## config.mk

```make
export PLATFORM = sky130hd
export DESIGN_NAME = banked_intc
export DESIGN_NICKNAME = d
export VERILOG_FILES = /design/src/rtl/intc_pkg.sv /design/src/rtl/intc_lowest.sv /design/src/rtl/intc_bank.sv /design/src/rtl/banked_intc.sv
export SDC_FILE = /design/constraint.sdc
export NUM_CORES = 1
export LEC_CHECK = 0
export ABC_AREA = 1
export BUFFER_PORTS_ARGS = -buffer_cell sky130_fd_sc_hd__buf_4
export CAP_MARGIN = 20
export CELL_PAD_IN_SITES_DETAIL_PLACEMENT = 1
export CELL_PAD_IN_SITES_GLOBAL_PLACEMENT = 2
export CORE_MARGIN = 2
export CORE_UTILIZATION = 40
export CTS_BUF_LIST = sky130_fd_sc_hd__clkbuf_8
export DETAILED_ROUTE_END_ITERATION = 7
export GPL_TIMING_DRIVEN = 0
export HOLD_SLACK_MARGIN = 0.03
export PLACE_DENSITY = 0.92
export REMOVE_ABC_BUFFERS = 1
export SLEW_MARGIN = 40
export SYNTH_ARGS = -nofsm -noshare
export SYNTH_HDL_FRONTEND = slang
export SYNTH_SLANG_ARGS = --single-unit
```

## constraint.sdc

```tcl
create_clock -name clk -period 9 [get_ports clk]
set_input_delay 2.25 -clock clk [delete_from_list [all_inputs] [get_ports clk]]
set_output_delay 2.25 -clock clk [all_outputs]
set_load 0.01 [all_outputs]
```

## src/rtl/intc_pkg.sv

```systemverilog
package intc_pkg;

   localparam int BUS_W = 32;

   // register groups, selected by address bits 7:4
   localparam logic [3:0] GRP_CTRL  = 4'h0;
   localparam logic [3:0] GRP_IPEND = 4'h1;
   localparam logic [3:0] GRP_FPEND = 4'h2;
   localparam logic [3:0] GRP_SEL   = 4'h3;
   localparam logic [3:0] GRP_EN    = 4'h4;
   localparam logic [3:0] GRP_MASK  = 4'h5;

   // words inside the control group, selected by address bits 3:2
   typedef enum logic [1:0] {
      CTL_VECTOR = 2'd0,
      CTL_BASE   = 2'd1,
      CTL_PROT   = 2'd2,
      CTL_SRCTYP = 2'd3
   } ctl_word_e;

   // bits of one bank that map to implemented sources
   function automatic logic [BUS_W-1:0] bank_live(int bank, int width, int live);
      logic [BUS_W-1:0] m;
      m = '0;
      for (int i = 0; i < width; i++) begin
         if (bank * width + i < live) m[i] = 1'b1;
      end
      return m;
   endfunction

endpackage

```

## src/rtl/intc_lowest.sv

```systemverilog
module intc_lowest #(
   parameter int W     = 96,
   parameter int IDX_W = $clog2(W)
) (
   input  logic [W-1:0]     vec_i,
   output logic             found_o,
   output logic [IDX_W-1:0] idx_o
);

   if (W < 2) begin : g_bad_w
      $error("intc_lowest: W must be at least 2");
   end

   // scan from the top down so the last hit is the lowest index
   always_comb begin
      found_o = 1'b0;
      idx_o   = '0;
      for (int i = W - 1; i >= 0; i--) begin
         if (vec_i[i]) begin
            found_o = 1'b1;
            idx_o   = IDX_W'(i);
         end
      end
   end

endmodule

```

## src/rtl/intc_bank.sv

```systemverilog
module intc_bank #(
   parameter int               BANK_W = 32,
   parameter logic [BANK_W-1:0] LIVE  = '1
) (
   input  logic              clk,
   input  logic              rst_n,
   input  logic [BANK_W-1:0] src_i,
   input  logic              we_sel,
   input  logic              we_en,
   input  logic              we_mask,
   input  logic              we_ipend,
   input  logic              we_fpend,
   input  logic [BANK_W-1:0] wdata,
   output logic [BANK_W-1:0] sel_q,
   output logic [BANK_W-1:0] en_q,
   output logic [BANK_W-1:0] mask_q,
   output logic [BANK_W-1:0] ipend_q,
   output logic [BANK_W-1:0] fpend_q,
   output logic [BANK_W-1:0] irq_act_o,
   output logic              irq_req_o,
   output logic              fiq_req_o
);

   logic [BANK_W-1:0] capture;
   logic [BANK_W-1:0] iset, fset, iclr, fclr;
   logic [BANK_W-1:0] grant;

   assign capture = src_i & en_q & LIVE;
   assign iset    = capture & ~sel_q;
   assign fset    = capture & sel_q;
   assign iclr    = we_ipend ? wdata : '0;
   assign fclr    = we_fpend ? wdata : '0;

   always_ff @(posedge clk or negedge rst_n) begin
      if (!rst_n) begin
         sel_q   <= '0;
         en_q    <= '0;
         mask_q  <= '0;
         ipend_q <= '0;
         fpend_q <= '0;
      end else begin
         if (we_sel)  sel_q  <= wdata & LIVE;
         if (we_en)   en_q   <= wdata & LIVE;
         if (we_mask) mask_q <= wdata & LIVE;
         ipend_q <= (ipend_q | iset) & ~iclr;
         fpend_q <= (fpend_q | fset) & ~fclr;
      end
   end

   assign grant     = en_q & ~mask_q;
   assign irq_act_o = ipend_q & grant & ~sel_q;
   assign irq_req_o = |irq_act_o;
   assign fiq_req_o = |(fpend_q & grant & sel_q);

   assert_w1c_ipend_R4: assert property (@(posedge clk) disable iff (!rst_n)
      we_ipend |=> ((ipend_q & $past(wdata)) == '0));

   assert_w1c_fpend_R4: assert property (@(posedge clk) disable iff (!rst_n)
      we_fpend |=> ((fpend_q & $past(wdata)) == '0));

   assert_capture_R2: assert property (@(posedge clk) disable iff (!rst_n)
      !we_ipend |=> ((($past(src_i) & $past(en_q) & ~$past(sel_q) & LIVE) & ~ipend_q) == '0));

   assert_sticky_R3: assert property (@(posedge clk) disable iff (!rst_n)
      (!we_ipend && !we_fpend) |=>
         ((($past(ipend_q) & ~ipend_q) | ($past(fpend_q) & ~fpend_q)) == '0));

   assert_dead_bits_R9: assert property (@(posedge clk) disable iff (!rst_n)
      ((ipend_q | fpend_q | sel_q | en_q | mask_q) & ~LIVE) == '0);

endmodule

```

## src/rtl/banked_intc.sv

```systemverilog
module banked_intc
   import intc_pkg::*;
#(
   parameter int NUM_BANKS = 3,
   parameter int NUM_LIVE  = 80,
   parameter int ADDR_W    = 8,
   parameter int SRCTYP_W  = 2
) (
   input  logic                       clk,
   input  logic                       rst_n,
   input  logic [NUM_BANKS*BUS_W-1:0] src_i,
   input  logic [ADDR_W-1:0]          bus_addr,
   input  logic                       bus_we,
   input  logic [BUS_W-1:0]           bus_wdata,
   output logic [BUS_W-1:0]           bus_rdata,
   output logic                       irq_o,
   output logic                       fiq_o
);

   localparam int NSRC  = NUM_BANKS * BUS_W;
   localparam int IDX_W = $clog2(NSRC);

   if (NUM_BANKS < 1 || NUM_BANKS > 4) begin : g_bad_banks
      $error("banked_intc: NUM_BANKS must be 1..4");
   end
   if (NUM_LIVE < 1 || NUM_LIVE > NSRC) begin : g_bad_live
      $error("banked_intc: NUM_LIVE out of range");
   end
   if (ADDR_W < 8) begin : g_bad_addr
      $error("banked_intc: ADDR_W must be at least 8");
   end
   if (SRCTYP_W < 1 || SRCTYP_W > BUS_W) begin : g_bad_typ
      $error("banked_intc: SRCTYP_W out of range");
   end

   // ---------------- address decode ----------------
   logic       hit;
   logic [3:0] grp;
   logic [1:0] widx;

   assign grp  = bus_addr[7:4];
   assign widx = bus_addr[3:2];

   if (ADDR_W > 8) begin : g_hit_wide
      assign hit = (bus_addr[ADDR_W-1:8] == '0) && (bus_addr[1:0] == 2'b00);
   end else begin : g_hit_narrow
      assign hit = (bus_addr[1:0] == 2'b00);
   end

   // ---------------- banks ----------------
   logic [BUS_W-1:0]     sel_b   [NUM_BANKS];
   logic [BUS_W-1:0]     en_b    [NUM_BANKS];
   logic [BUS_W-1:0]     mask_b  [NUM_BANKS];
   logic [BUS_W-1:0]     ipend_b [NUM_BANKS];
   logic [BUS_W-1:0]     fpend_b [NUM_BANKS];
   logic [NUM_BANKS-1:0] irq_req_b;
   logic [NUM_BANKS-1:0] fiq_req_b;
   logic [NSRC-1:0]      act_all;

   for (genvar b = 0; b < NUM_BANKS; b++) begin : g_bank
      localparam logic [BUS_W-1:0] LIVE_B = bank_live(b, BUS_W, NUM_LIVE);
      logic we_b;
      assign we_b = bus_we && hit && (widx == 2'(b));

      intc_bank #(
         .BANK_W (BUS_W),
         .LIVE   (LIVE_B)
      ) u_bank (
         .clk       (clk),
         .rst_n     (rst_n),
         .src_i     (src_i[b*BUS_W +: BUS_W]),
         .we_sel    (we_b && (grp == GRP_SEL)),
         .we_en     (we_b && (grp == GRP_EN)),
         .we_mask   (we_b && (grp == GRP_MASK)),
         .we_ipend  (we_b && (grp == GRP_IPEND)),
         .we_fpend  (we_b && (grp == GRP_FPEND)),
         .wdata     (bus_wdata),
         .sel_q     (sel_b[b]),
         .en_q      (en_b[b]),
         .mask_q    (mask_b[b]),
         .ipend_q   (ipend_b[b]),
         .fpend_q   (fpend_b[b]),
         .irq_act_o (act_all[b*BUS_W +: BUS_W]),
         .irq_req_o (irq_req_b[b]),
         .fiq_req_o (fiq_req_b[b])
      );
   end

   assign irq_o = |irq_req_b;
   assign fiq_o = |fiq_req_b;

   // ---------------- vector ----------------
   logic             found;
   logic [IDX_W-1:0] win_idx;
   logic [BUS_W-1:0] vector_w;

   intc_lowest #(
      .W     (NSRC),
      .IDX_W (IDX_W)
   ) u_lowest (
      .vec_i   (act_all),
      .found_o (found),
      .idx_o   (win_idx)
   );

   assign vector_w = found ? BUS_W'({win_idx, 2'b00}) : '0;

   // ---------------- control words ----------------
   logic [BUS_W-1:0]    base_q;
   logic                prot_q;
   logic [SRCTYP_W-1:0] srctyp_q;
   logic                ctl_we;

   assign ctl_we = bus_we && hit && (grp == GRP_CTRL);

   always_ff @(posedge clk or negedge rst_n) begin
      if (!rst_n) begin
         base_q   <= '0;
         prot_q   <= 1'b0;
         srctyp_q <= '0;
      end else if (ctl_we) begin
         case (ctl_word_e'(widx))
            CTL_BASE:   base_q   <= bus_wdata;
            CTL_PROT:   prot_q   <= bus_wdata[0];
            CTL_SRCTYP: srctyp_q <= bus_wdata[SRCTYP_W-1:0];
            default:    ;
         endcase
      end
   end

   // ---------------- read mux ----------------
   always_comb begin
      bus_rdata = '0;
      if (hit) begin
         if (grp == GRP_CTRL) begin
            case (ctl_word_e'(widx))
               CTL_VECTOR: bus_rdata = vector_w;
               CTL_BASE:   bus_rdata = base_q;
               CTL_PROT:   bus_rdata = BUS_W'(prot_q);
               CTL_SRCTYP: bus_rdata = BUS_W'(srctyp_q);
               default:    bus_rdata = '0;
            endcase
         end else begin
            for (int b = 0; b < NUM_BANKS; b++) begin
               if (widx == 2'(b)) begin
                  case (grp)
                     GRP_IPEND: bus_rdata = ipend_b[b];
                     GRP_FPEND: bus_rdata = fpend_b[b];
                     GRP_SEL:   bus_rdata = sel_b[b];
                     GRP_EN:    bus_rdata = en_b[b];
                     GRP_MASK:  bus_rdata = mask_b[b];
                     default:   bus_rdata = '0;
                  endcase
               end
            end
         end
      end
   end

   // ---------------- assertions ----------------
   assert_irq_matches_winner_R5: assert property (@(posedge clk) disable iff (!rst_n)
      irq_o == found);

   assert_vec_winner_active_R7: assert property (@(posedge clk) disable iff (!rst_n)
      found |-> act_all[win_idx]);

   assert_vec_none_lower_R7: assert property (@(posedge clk) disable iff (!rst_n)
      found |-> ((act_all & ((NSRC'(1) << win_idx) - NSRC'(1))) == '0));

   assert_prot_write_R11: assert property (@(posedge clk) disable iff (!rst_n)
      (ctl_we && widx == 2'(CTL_PROT)) |=> (prot_q == $past(bus_wdata[0])));

endmodule

```

==> results.py, run 1 <==
metrics = {
    "floorplanning": {
        "core_area_mm2": 0.0618,
        "fp.dieW_um": 254,
        "fp-row-count": 91,
        "die_y_um": 254,
        "boundaryPins": 173,
        "start_util_pct": 40.6,
        "die-area_mm2": 0.0647,
    },
    "sta": {
        "rsz0062_at_grt": "true",
        "fin_ws_ps": 234,
        "finClkSkew_ps": 17.4,
        "whs_ps": 485,
        "setup_viol": 0,
        "tightestPinTransition_ps": 842,
        "finalMaxSlewViolations": 0,
        "hold_viol": 0,
        "finalCritPeriodShare_pct": 97.4,
        "slew_headroom_pct": 43.8,
        "period_needed_ps": 8770,
        "timing.fmax_ghz": 0.114,
    },
    "synth": {
        "synth_flop_cell": "dfrtp_1",
        "synth.most_common_cell": "nand2_1",
        "seq_area_frac_synth_pct": 46.6,
        "synth_area_leaders": "dfrtp_1, o21ai_0, nand2_1, inv_1, clkbuf_1",
        "synth-edff-count": 0,
        "synth_top_cell_by_area": "dfrtp_1",
        "netlist.area_leader.share_pct": 46.6,
        "synthTopCellsByCount": "nand2_1, o21ai_0, dfrtp_1, inv_1, clkbuf_1",
        "synthCells": 3228,
        "synth-seq-cells": 467,
        "synth_area_per_cell_um2": 7.77,
        "yosysUniqueCellTypes": 45,
        "synthArstFlopShare_pct": 100,
        "synthesis.area_mm2": 0.0251,
        "ys_warn_count": 0,
    },
    "power_and_ir_drop": {
        "power.leakage_uw": 0.0140,
        "ir_drop_mv": 0.101,
        "cellPowerDensity_mw_per_mm2": 177,
    },
    "cts": {
        "cts_max_level": 3,
        "cts_max_path_buffers": 3,
        "insertion_delay_ps": 710,
        "cts_root_buf": "clkbuf_8",
        "cts.clk_slew.worst_paths_ps": 60,
        "cts_buffers": 89,
        "cts_tree": "yes",
        "cts_sinks": 467,
        "hold_buffers": 0,
    },
    "global_routing": {
        "antenna_found_initial": 1,
        "grt-ovfl-total": 0,
        "grt_max_degree": 74,
        "grt_pass1_vias": 25600,
        "grt_first_pass_wirelength_mm": 150,
        "grt_use_total_pct": 30.6,
    },
    "setup_path": {
        "end_kind": "output port",
        "cp_common_cell": "nand2_1",
        "setup.worst_path.class": "flop to output port",
        "slowest_delay_ps": 420,
        "path_buf_inv": 2,
        "critPathRequiredTime_ps": 6750,
        "path_max_fanout": 4,
        "crit_family": "simple AND/OR/NAND/NOR gates",
        "worstPathArrival_ps": 6520,
        "crit_path_start_kind": "flop",
        "cp_slowest_cell": "dfrtp_1",
    },
    "hold_path": {
        "hold_class": "flop to flop",
    },
    "placement": {
        "placement.io_buffers": 156,
        "dp_hpwl_mm": 65.4,
        "place_ws_ps": 505,
        "gp_congestion": 0.861,
    },
    "finish": {
        "area_growth_pct": 17.9,
        "antennaDiodeCount": 0,
        "drive_above_1_share_pct": 19.7,
        "final_nets": 3496,
    },
    "route": {
        "detail_route.wl_per_cell_um": 23.0,
        "routed_via_density": 5.65,
        "num_vias": 24100,
        "wl_mm": 98.0,
        "dr.pass1.iters": 5,
        "drtIter0Drc": 1549,
        "drc_errors": 0,
        "ant_nets": 0,
    },
    "flow_run": {
        "maxCapViolCount": 0,
    },
    "status": {
        "status": "finished, final reports clean",
    },
}
power by group:
group	switching (uW)	internal, uW
Sequential	124	2230
Clock	961	1120
Combinational	535	269
per-layer routing:
metal / share of wire (%) / global-route usage (%)
met5: 0.0082 / 0
met1: 42 / 39.2
met2: 48 / 52.2
met4: 3.7 / 11.4
met3: 6.0 / 4.76
final timing paths:
kind	endpoint	depth (start not counted)	slack [ps]	start
worst max-delay path	bus_rdata[2]	84	230	g_bank[2].u_bank.sel_q[15]$_DFFE_PN0P_
worst min-delay path	g_bank[2].u_bank.mask_q[7]$_DFFE_PN0P_	2	490	g_bank[2].u_bank.mask_q[7]$_DFFE_PN0P_
worst max register to register	g_bank[1].u_bank.fpend_q[30]$_DFF_PN0_	4	7830	g_bank[1].u_bank.sel_q[30]$_DFFE_PN0P_
worst min register to register	g_bank[2].u_bank.mask_q[7]$_DFFE_PN0P_	2	490	g_bank[2].u_bank.mask_q[7]$_DFFE_PN0P_
max in group asynchronous	g_bank[1].u_bank.sel_q[20]$_DFFE_PN0P_	4	6100	rst_n
min in group asynchronous	g_bank[2].u_bank.en_q[10]$_DFFE_PN0P_	1	1420	rst_n
layout make-up:
class	count	area, um2
fillers	7488	32200
flip-flops and latches	467	11700
multi-input cells	1986	10600
inverters	608	2440
repair buffers	205	2070
clock buffers	113	1560
well taps	837	1050
clock inverters	42	175
cells by family (layout without fill, tap and decap cells):
family | after synthesis | after routing | synth area share (%)
DFF | 467 | 467 | 46.6
buffers and inverters | 775 | 968 | 12.1
and+or+nand+nor | 1022 | 1022 | 19.6
AOI/OAI and AO/OA | 964 | 964 | 21.7
worst min-delay path, cell delays in order (launching register included):
cell and delay (ps):
dfrtp_1 340, nand2_1 50, o21ai_0 60
timing repair:
action                                 4_1_cts  5_1_grt
gates cloned                                 0        0
setup buffers                                0        5
resized for setup                            8       21
endpoints found under the hold margin        0        0
setup endpoints to repair                    1        1
pin swaps                                    0        8
flip-flops by register name, summed over array words and instances, names as in the netlist:
signal                 flops
g_bank.u_bank.ipend_q     96
g_bank.u_bank.fpend_q     96
g_bank.u_bank.mask_q      80
g_bank.u_bank.sel_q       80
g_bank.u_bank.en_q        80
base_q                    32
prot_q                     1
srctyp_q                   2
through the flow:
stage	instances	power [uW]	util, %	setup TNS [ps]	cell area (um2)
2_1_floorplan	3061	2780	-	0	24400
3_3_place_gp	4054	3080	43.1	-481490	26700
3_5_place_dp	4098	3150	44.9	0	27700
4_1_cts	4253	5240	47.7	0	29500
5_1_grt	4258	5460	47.8	-366	29600
6_report	4258	5230	47.8	0	29600
cell usage in the layout, fill, tap and decap left out, drive strengths merged, types with 2 or more instances in the layout:
cell	Yosys	final
clkbuf	162	113
a21oi	63	63
a211oi	12	12
o311ai	4	4
o2111ai	10	10
inv	590	626
nor2	162	162
nor3	76	76
nand3	128	128
a31oi	11	11
buf	4	205
dfrtp	467	467
nand4	9	9
a22o	2	2
bufinv	8	8
o221ai	26	26
o31ai	18	18
a311oi	4	4
clkinvlp	1	3
a221oi	26	26
o21ai	659	659
nor4	15	15
o22ai	92	92
a221o	15	15
o211ai	19	19
nand2	632	632
clkinv	9	13
No activity file was read; power rests on OpenSTA's default activity.
==> run 2: changes to the inputs <==
- REMOVE_ABC_BUFFERS: 1 -> default
==> run 2 against run 1 <==
Against the previous run:
- the run now ends with negative setup slack left
- worst setup slack lost 400 ps
- hold slack gained 2.3 ps
- sequential share of layout area is essentially flat
- largest cell class unchanged
- final cell count grew 3.0%
- total power grew 1.3%
- highest routed layer unchanged
- critical path depth is the same
- fmax shrank 4.4%
- non-clock buffer count grew 135
- via count grew 9.3%
==> results.py, run 2 (same netlist as run 1, synthesis figures left out) <==
metrics = {
    "route": {
        "drc_errors": 0,
        "routed_via_density": 5.99,
        "ant_nets": 0,
        "detail_route.wl_per_cell_um": 28.2,
        "wl_mm": 124,
        "dr.pass1.iters": 6,
        "num_vias": 26300,
        "drtIter0Drc": 2770,
    },
    "power_and_ir_drop": {
        "p_int_uw": 3610,
        "seqPwrFrac_pct": 44.4,
        "cellPowerDensity_mw_per_mm2": 179,
        "totalPowerFinal_uw": 5300,
        "ir_drop_mv": 0.113,
        "p_switching_uw": 1690,
        "p_clk_share_pct": 39.5,
        "power.leakage_uw": 0.0139,
        "swShare_pct": 31.9,
        "pwr-share-comb_pct": 16.0,
    },
    "global_routing": {
        "grt_first_pass_wirelength_mm": 179,
        "grt_pass1_vias": 27000,
        "grt-ovfl-total": 0,
        "antenna_found_initial": 6,
        "grt_max_degree": 75,
        "grt_use_total_pct": 38.4,
    },
    "sta": {
        "finalCritPeriodShare_pct": 102,
        "period_needed_ps": 9170,
        "fin_ws_ps": -170,
        "slew_headroom_pct": 36.4,
        "rsz0062_at_grt": "true",
        "timing.fmax_ghz": 0.109,
        "finClkSkew_ps": 25.3,
        "hold_viol": 0,
        "tightestPinTransition_ps": 954,
        "setup_viol": 1,
        "finalMaxSlewViolations": 0,
        "whs_ps": 488,
    },
    "cts": {
        "cts_max_path_buffers": 3,
        "cts_sinks": 467,
        "cts_root_buf": "clkbuf_8",
        "cts_tree": "yes",
        "cts_max_level": 3,
        "cts_buffers": 90,
        "cts.clk_slew.worst_paths_ps": 60,
        "insertion_delay_ps": 710,
    },
    "finish": {
        "finish.instance_area_mm2": 0.0296,
        "drive_above_1_share_pct": 20.6,
        "final_cell_mix": "o21ai_0, nand2_1, dfrtp_1, inv_1, buf_4",
        "top_regs": "g_bank.u_bank.fpend_q x96, g_bank.u_bank.ipend_q x96",
        "final_nets": 3632,
        "final_common_cell": "o21ai_0",
        "area_growth_pct": 17.9,
    },
    "placement": {
        "placement.io_buffers": 156,
        "gp_congestion": 0.971,
        "placed_area_mm2": 0.0277,
        "dp_hpwl_mm": 87.4,
    },
    "setup_path": {
        "end_kind": "output port",
        "worstPathArrival_ps": 6920,
        "rr_startpoint": "g_bank[1].u_bank.sel_q[30]$_DFFE_PN0P_",
        "cp_common_cell": "nand2_2",
        "crit_path_start_kind": "flop",
        "crit_family": "simple AND/OR/NAND/NOR gates",
        "setup.worst_path.class": "flop to output port",
        "cp_slowest_cell": "dfrtp_1",
        "path_max_fanout": 2,
        "critPathRequiredTime_ps": 6750,
        "startpoint": "g_bank[2].u_bank.sel_q[15]$_DFFE_PN0P_",
        "slowest_delay_ps": 410,
        "path_buf_inv": 2,
    },
    "hold_path": {
        "hp-start": "g_bank[2].u_bank.mask_q[8]$_DFFE_PN0P_",
        "hold_class": "flop to flop",
    },
    "floorplanning": {
        "start_util_pct": 40.6,
        "core_area_mm2": 0.0618,
        "fp-row-count": 91,
        "die-area_mm2": 0.0647,
        "die_y_um": 254,
        "fp.dieW_um": 254,
        "boundaryPins": 173,
    },
    "flow_run": {
        "maxCapViolCount": 0,
    },
    "status": {
        "status": "finished, violations left",
        "violations": "negative setup slack",
    },
    "synth": {
        "syn-num-nets": 3367,
    },
}
run 2: path summary, 6_finish.rpt:
path | to | slack, ps | cells past startpoint
setup / recovery | bus_rdata[2] | -170 | 84
hold / removal | g_bank[2].u_bank.mask_q[8]$_DFFE_PN0P_ | 490 | 2
setup reg to reg | g_bank[1].u_bank.fpend_q[30]$_DFF_PN0_ | 7940 | 4
hold reg to reg | g_bank[2].u_bank.mask_q[8]$_DFFE_PN0P_ | 490 | 2
max in group asynchronous | g_bank[1].u_bank.en_q[0]$_DFFE_PN0P_ | 6100 | 5
min in group asynchronous | g_bank[2].u_bank.ipend_q[10]$_DFF_PN0_ | 1360 | 1
run 2: cell type report:
type                            count  area [um2]
Antenna cell                        7        17.5
Buffer                            167         749
Clock buffer                      112        1540
Clock inverter                     30         145
Fill cell                        7632       32200
Inverter                          608        2400
Multi-Input combinational cell   1986       10500
Sequential cell                   467       11700
Tap cell                          837        1050
Timing Repair Buffer              173        1470
run 2: metal layers:
metal | up-vias | part of all wire (%) | track usage, %
met2 | 1463 | 44 | 59.0
met1 | 13200 | 40 | 49.5
li1 | 11100 | - | -
met5 | - | 0.022 | 0
met4 | 4 | 7.2 | 23.7
met3 | 441 | 9.3 | 8.25
run 2: power groups by stage:
| stage | registers [uW] | logic (uW) | clock network [uW] |
|---|---|---|---|
| 2_1_floorplan | 2360 | 433 | 0 |
| 3_3_place_gp | 2380 | 744 | 0 |
| 3_5_place_dp | 2390 | 781 | 0 |
| 4_1_cts | 2350 | 800 | 2100 |
| 5_1_grt | 2370 | 916 | 2190 |
| 6_report | 2350 | 849 | 2100 |
run 2: tightest hold or removal path, stage by stage (launching register included):
cell and delay (ps):
dfrtp_1 340, nand2_1 50, o21ai_0 60
run 2: metrics by stage:
stage                     util [%]  cells  setup TNS [ps]  worst slack (ps)
after detailed placement      44.8   4231               0               261
after global routing          47.8   4381            -580              -580
final                         47.8   4387            -170              -170
after CTS                     47.6   4378           -99.9             -99.9
after floorplan                  -   3228               0              2680
after global placement        44.2   4221               0               224
run 2: repair_timing:
action | CTS | global route
hold buffers | 0 | 0
buffers inserted | 5 | 2
hold endpoints to repair | 0 | 0
cloned | 0 | 0
gates resized for setup | 19 | 31
pin swaps | 4 | 28
endpoints found under the setup margin | 1 | 1
==> run 3: changes to the inputs <==
- CORE_UTILIZATION: 40 -> 39
- PLACE_DENSITY: 0.92 -> 0.94
- SYNTH_HIERARCHICAL: default -> 1
==> run 3 against run 2 <==
Against the previous run:
- the flow now finishes without violations
- clock skew grew 0.53 ps
- total power grew 9.3%
- final cell count grew 24%
- clock-buffer cell count grew 4
- area after synthesis grew 12%
- flip-flop and latch count is the same
- worst setup slack gained 240 ps
- sequential power grew 7%
- via count grew 14%
- clock power grew 4%
- largest power group unchanged
- global-route usage shrank 1.6 points
- synthesized cell count grew 27%
==> results.py, run 3 <==
metrics = {
    "status": {
        "status": "finished, final reports clean",
    },
    "cts": {
        "cts_tree": "yes",
        "cts_max_level": 3,
        "insertion_delay_ps": 730,
        "cts_sinks": 467,
        "hold_buffers": 0,
        "cts.clk_slew.worst_paths_ps": 70,
        "cts_buffers": 91,
        "cts_max_path_buffers": 3,
        "cts_root_buf": "clkbuf_8",
    },
    "floorplanning": {
        "core_area_mm2": 0.0715,
        "die_y_um": 273,
        "start_util_pct": 39.3,
        "boundaryPins": 173,
        "fp-row-count": 98,
        "fp.dieW_um": 273,
        "die-area_mm2": 0.0743,
    },
    "synth": {
        "synth_compound_area_share_pct": 10.7,
        "yosysUniqueCellTypes": 36,
        "synth_flop_cell": "dfrtp_1",
        "synth-seq-cells": 467,
        "synth_mux_area_share_pct": 2.78,
        "ys_warn_count": 6,
        "synth_area_per_cell_um2": 6.87,
        "yosys.area_share.simple_pct": 32.1,
        "netlist.area_leader.share_pct": 41.5,
        "synth_top_cell_by_area": "dfrtp_1",
        "synth_fa_ha_area_share_pct": 0,
        "synth_top_family_by_area": "simple AND/OR/NAND/NOR gates",
        "synth.most_common_cell": "nand2_1",
        "synthCells": 4095,
        "synth-xor-area-share_pct": 0,
        "synthesis.area_mm2": 0.0281,
        "seq_area_frac_synth_pct": 41.5,
        "synth-edff-count": 0,
        "synthTopCellsByCount": "nand2_1, inv_1, nor2_1, dfrtp_1, nand3_1",
        "synthArstFlopShare_pct": 100,
        "synth_area_leaders": "dfrtp_1, nand2_1, nand3_1, inv_1, nor2_1",
    },
    "global_routing": {
        "grt_use_total_pct": 36.8,
        "antenna_found_initial": 3,
        "grt_pass1_vias": 30400,
        "grt_max_degree": 69,
        "grt_first_pass_wirelength_mm": 200,
        "grt-ovfl-total": 0,
    },
    "sta": {
        "finalCritPeriodShare_pct": 99.2,
        "rsz0062_at_grt": "true",
        "slew_headroom_pct": 38.8,
        "setup_viol": 0,
        "setup_tns_ps": 0,
        "finClkSkew_ps": 25.8,
        "tightestPinTransition_ps": 918,
        "timing.fmax_ghz": 0.112,
        "hold_viol": 0,
        "fin_ws_ps": 71.9,
        "period_needed_ps": 8930,
        "finalMaxSlewViolations": 0,
    },
    "power_and_ir_drop": {
        "power.leakage_uw": 0.0184,
        "ir_drop_mv": 0.117,
        "cellPowerDensity_mw_per_mm2": 176,
    },
    "finish": {
        "fin_util_pct": 45.9,
        "drive_above_1_share_pct": 13.4,
        "seq_area_mm2": 0.0117,
        "top_regs": "g_bank.u_bank/fpend_q x96, g_bank.u_bank/ipend_q x96",
        "multi_input_area_mm2": 0.0131,
        "finish.instance_area_mm2": 0.0328,
        "final_common_cell": "nand2_1",
        "final_nets": 4554,
        "area_growth_pct": 16.8,
        "fillerInstances": 9381,
        "final_cell_mix": "nand2_1, inv_1, nor2_1, dfrtp_1, nand3_1",
    },
    "setup_path": {
        "end_kind": "output port",
        "slowest_delay_ps": 420,
        "cp_common_cell": "nand2_1",
        "path_buf_inv": 3,
        "crit_path_start_kind": "flop",
        "setup.worst_path.class": "flop to output port",
        "crit_family": "simple AND/OR/NAND/NOR gates",
        "worstPathArrival_ps": 6680,
        "critPathRequiredTime_ps": 6750,
        "path_max_fanout": 4,
        "cp_slowest_cell": "dfrtp_1",
    },
    "placement": {
        "dp_hpwl_mm": 99.6,
        "placed_area_mm2": 0.0310,
        "gp_congestion": 0.947,
        "place_ws_ps": 335,
        "placement.io_buffers": 156,
    },
    "route": {
        "detail_route.wl_per_cell_um": 25.2,
        "drc_errors": 0,
        "drtIter0Drc": 2759,
        "routed_via_density": 5.54,
        "dr.pass1.iters": 5,
        "ant_nets": 0,
        "num_vias": 30100,
        "wl_mm": 137,
    },
    "hold_path": {
        "hold_class": "flop to flop",
    },
    "flow_run": {
        "maxCapViolCount": 0,
    },
}
[run 3: through the flow]
step | hold WS, ps | power [uW] | instances
after detailed placement | 474 | 3590 | 5271
after global placement | 467 | 3540 | 5264
after floorplan | 453 | 3060 | 4158
final | 491 | 5790 | 5430
after CTS | 490 | 5780 | 5428
after global routing | 504 | 6030 | 5430
[run 3: worst register-to-register path: cells and delay by family, from the launching register on]
kind           cells  cell delay [ps]
flip-flops         1              450
AO/OA/AOI/OAI      2              310
[run 3: final timing paths]
kind	to	slack, ps	depth (start not counted)	from
max	bus_rdata[2]	70	88	g_bank[2].u_bank/sel_q[15]$_DFFE_PN0P_
min	srctyp_q[1]$_DFFE_PN0P_	490	2	srctyp_q[1]$_DFFE_PN0P_
max reg2reg	g_bank[2].u_bank/ipend_q[5]$_DFF_PN0_	8100	2	g_bank[2].u_bank/en_q[5]$_DFFE_PN0P_
min reg2reg	srctyp_q[1]$_DFFE_PN0P_	490	2	srctyp_q[1]$_DFFE_PN0P_
max in group asynchronous	g_bank[1].u_bank/ipend_q[6]$_DFF_PN0_	6370	3	rst_n
min in group asynchronous	g_bank[0].u_bank/fpend_q[23]$_DFF_PN0_	1460	1	rst_n
[run 3: timing repair]
action,4_1_cts,5_1_grt
endpoints found under the setup margin,1,1
cloned,0,0
gates resized for setup,8,15
endpoints found under the hold margin,0,0
setup buffers,0,1
pin swaps,0,10
[run 3: report_power, final]
| part | leakage, uW | internal [uW] | switching, uW |
|---|---|---|---|
| Combinational | 0.0124 | 344 | 732 |
| Clock | 0.00104 | 1180 | 1020 |
| Sequential | 0.00498 | 2300 | 219 |
| Total | 0.0184 | 3830 | 1970 |
[run 3: cell type report]
| cell class | count | share of cell area, % |
|---|---|---|
| inverter | 610 | 7.01 |
| buffer | 234 | 4.12 |
| antenna | 1 | 0.00762 |
| tap | 950 | 3.62 |
| clock buffer | 116 | 4.86 |
| multi-input combinational | 2847 | 40.0 |
| clock inverter | 41 | 0.636 |
| timing repair buffer | 164 | 4.21 |
| sequential | 467 | 35.6 |
[run 3: cells by family (layout without fill, tap and decap cells)]
| family | count (synthesis) | after routing |
|---|---|---|
| and+or+nand+nor | 2200 | 2200 |
| buffers and inverters | 844 | 1165 |
| AOI/OAI and AO/OA | 517 | 517 |
| DFF | 467 | 467 |
| muxes | 66 | 66 |
| other | 1 | 65 |
[run 3: per-layer routing]
metal / vias to the layer above / global-route usage, % / part of all wire [%]
li1: 13500 / - / -
met1: 14900 / 48.7 / 42
met2: 1318 / 57.0 / 44
met3: 363 / 6.79 / 8.1
met4: 2 / 20.3 / 6.4
met5: - / 0 / 0.0088
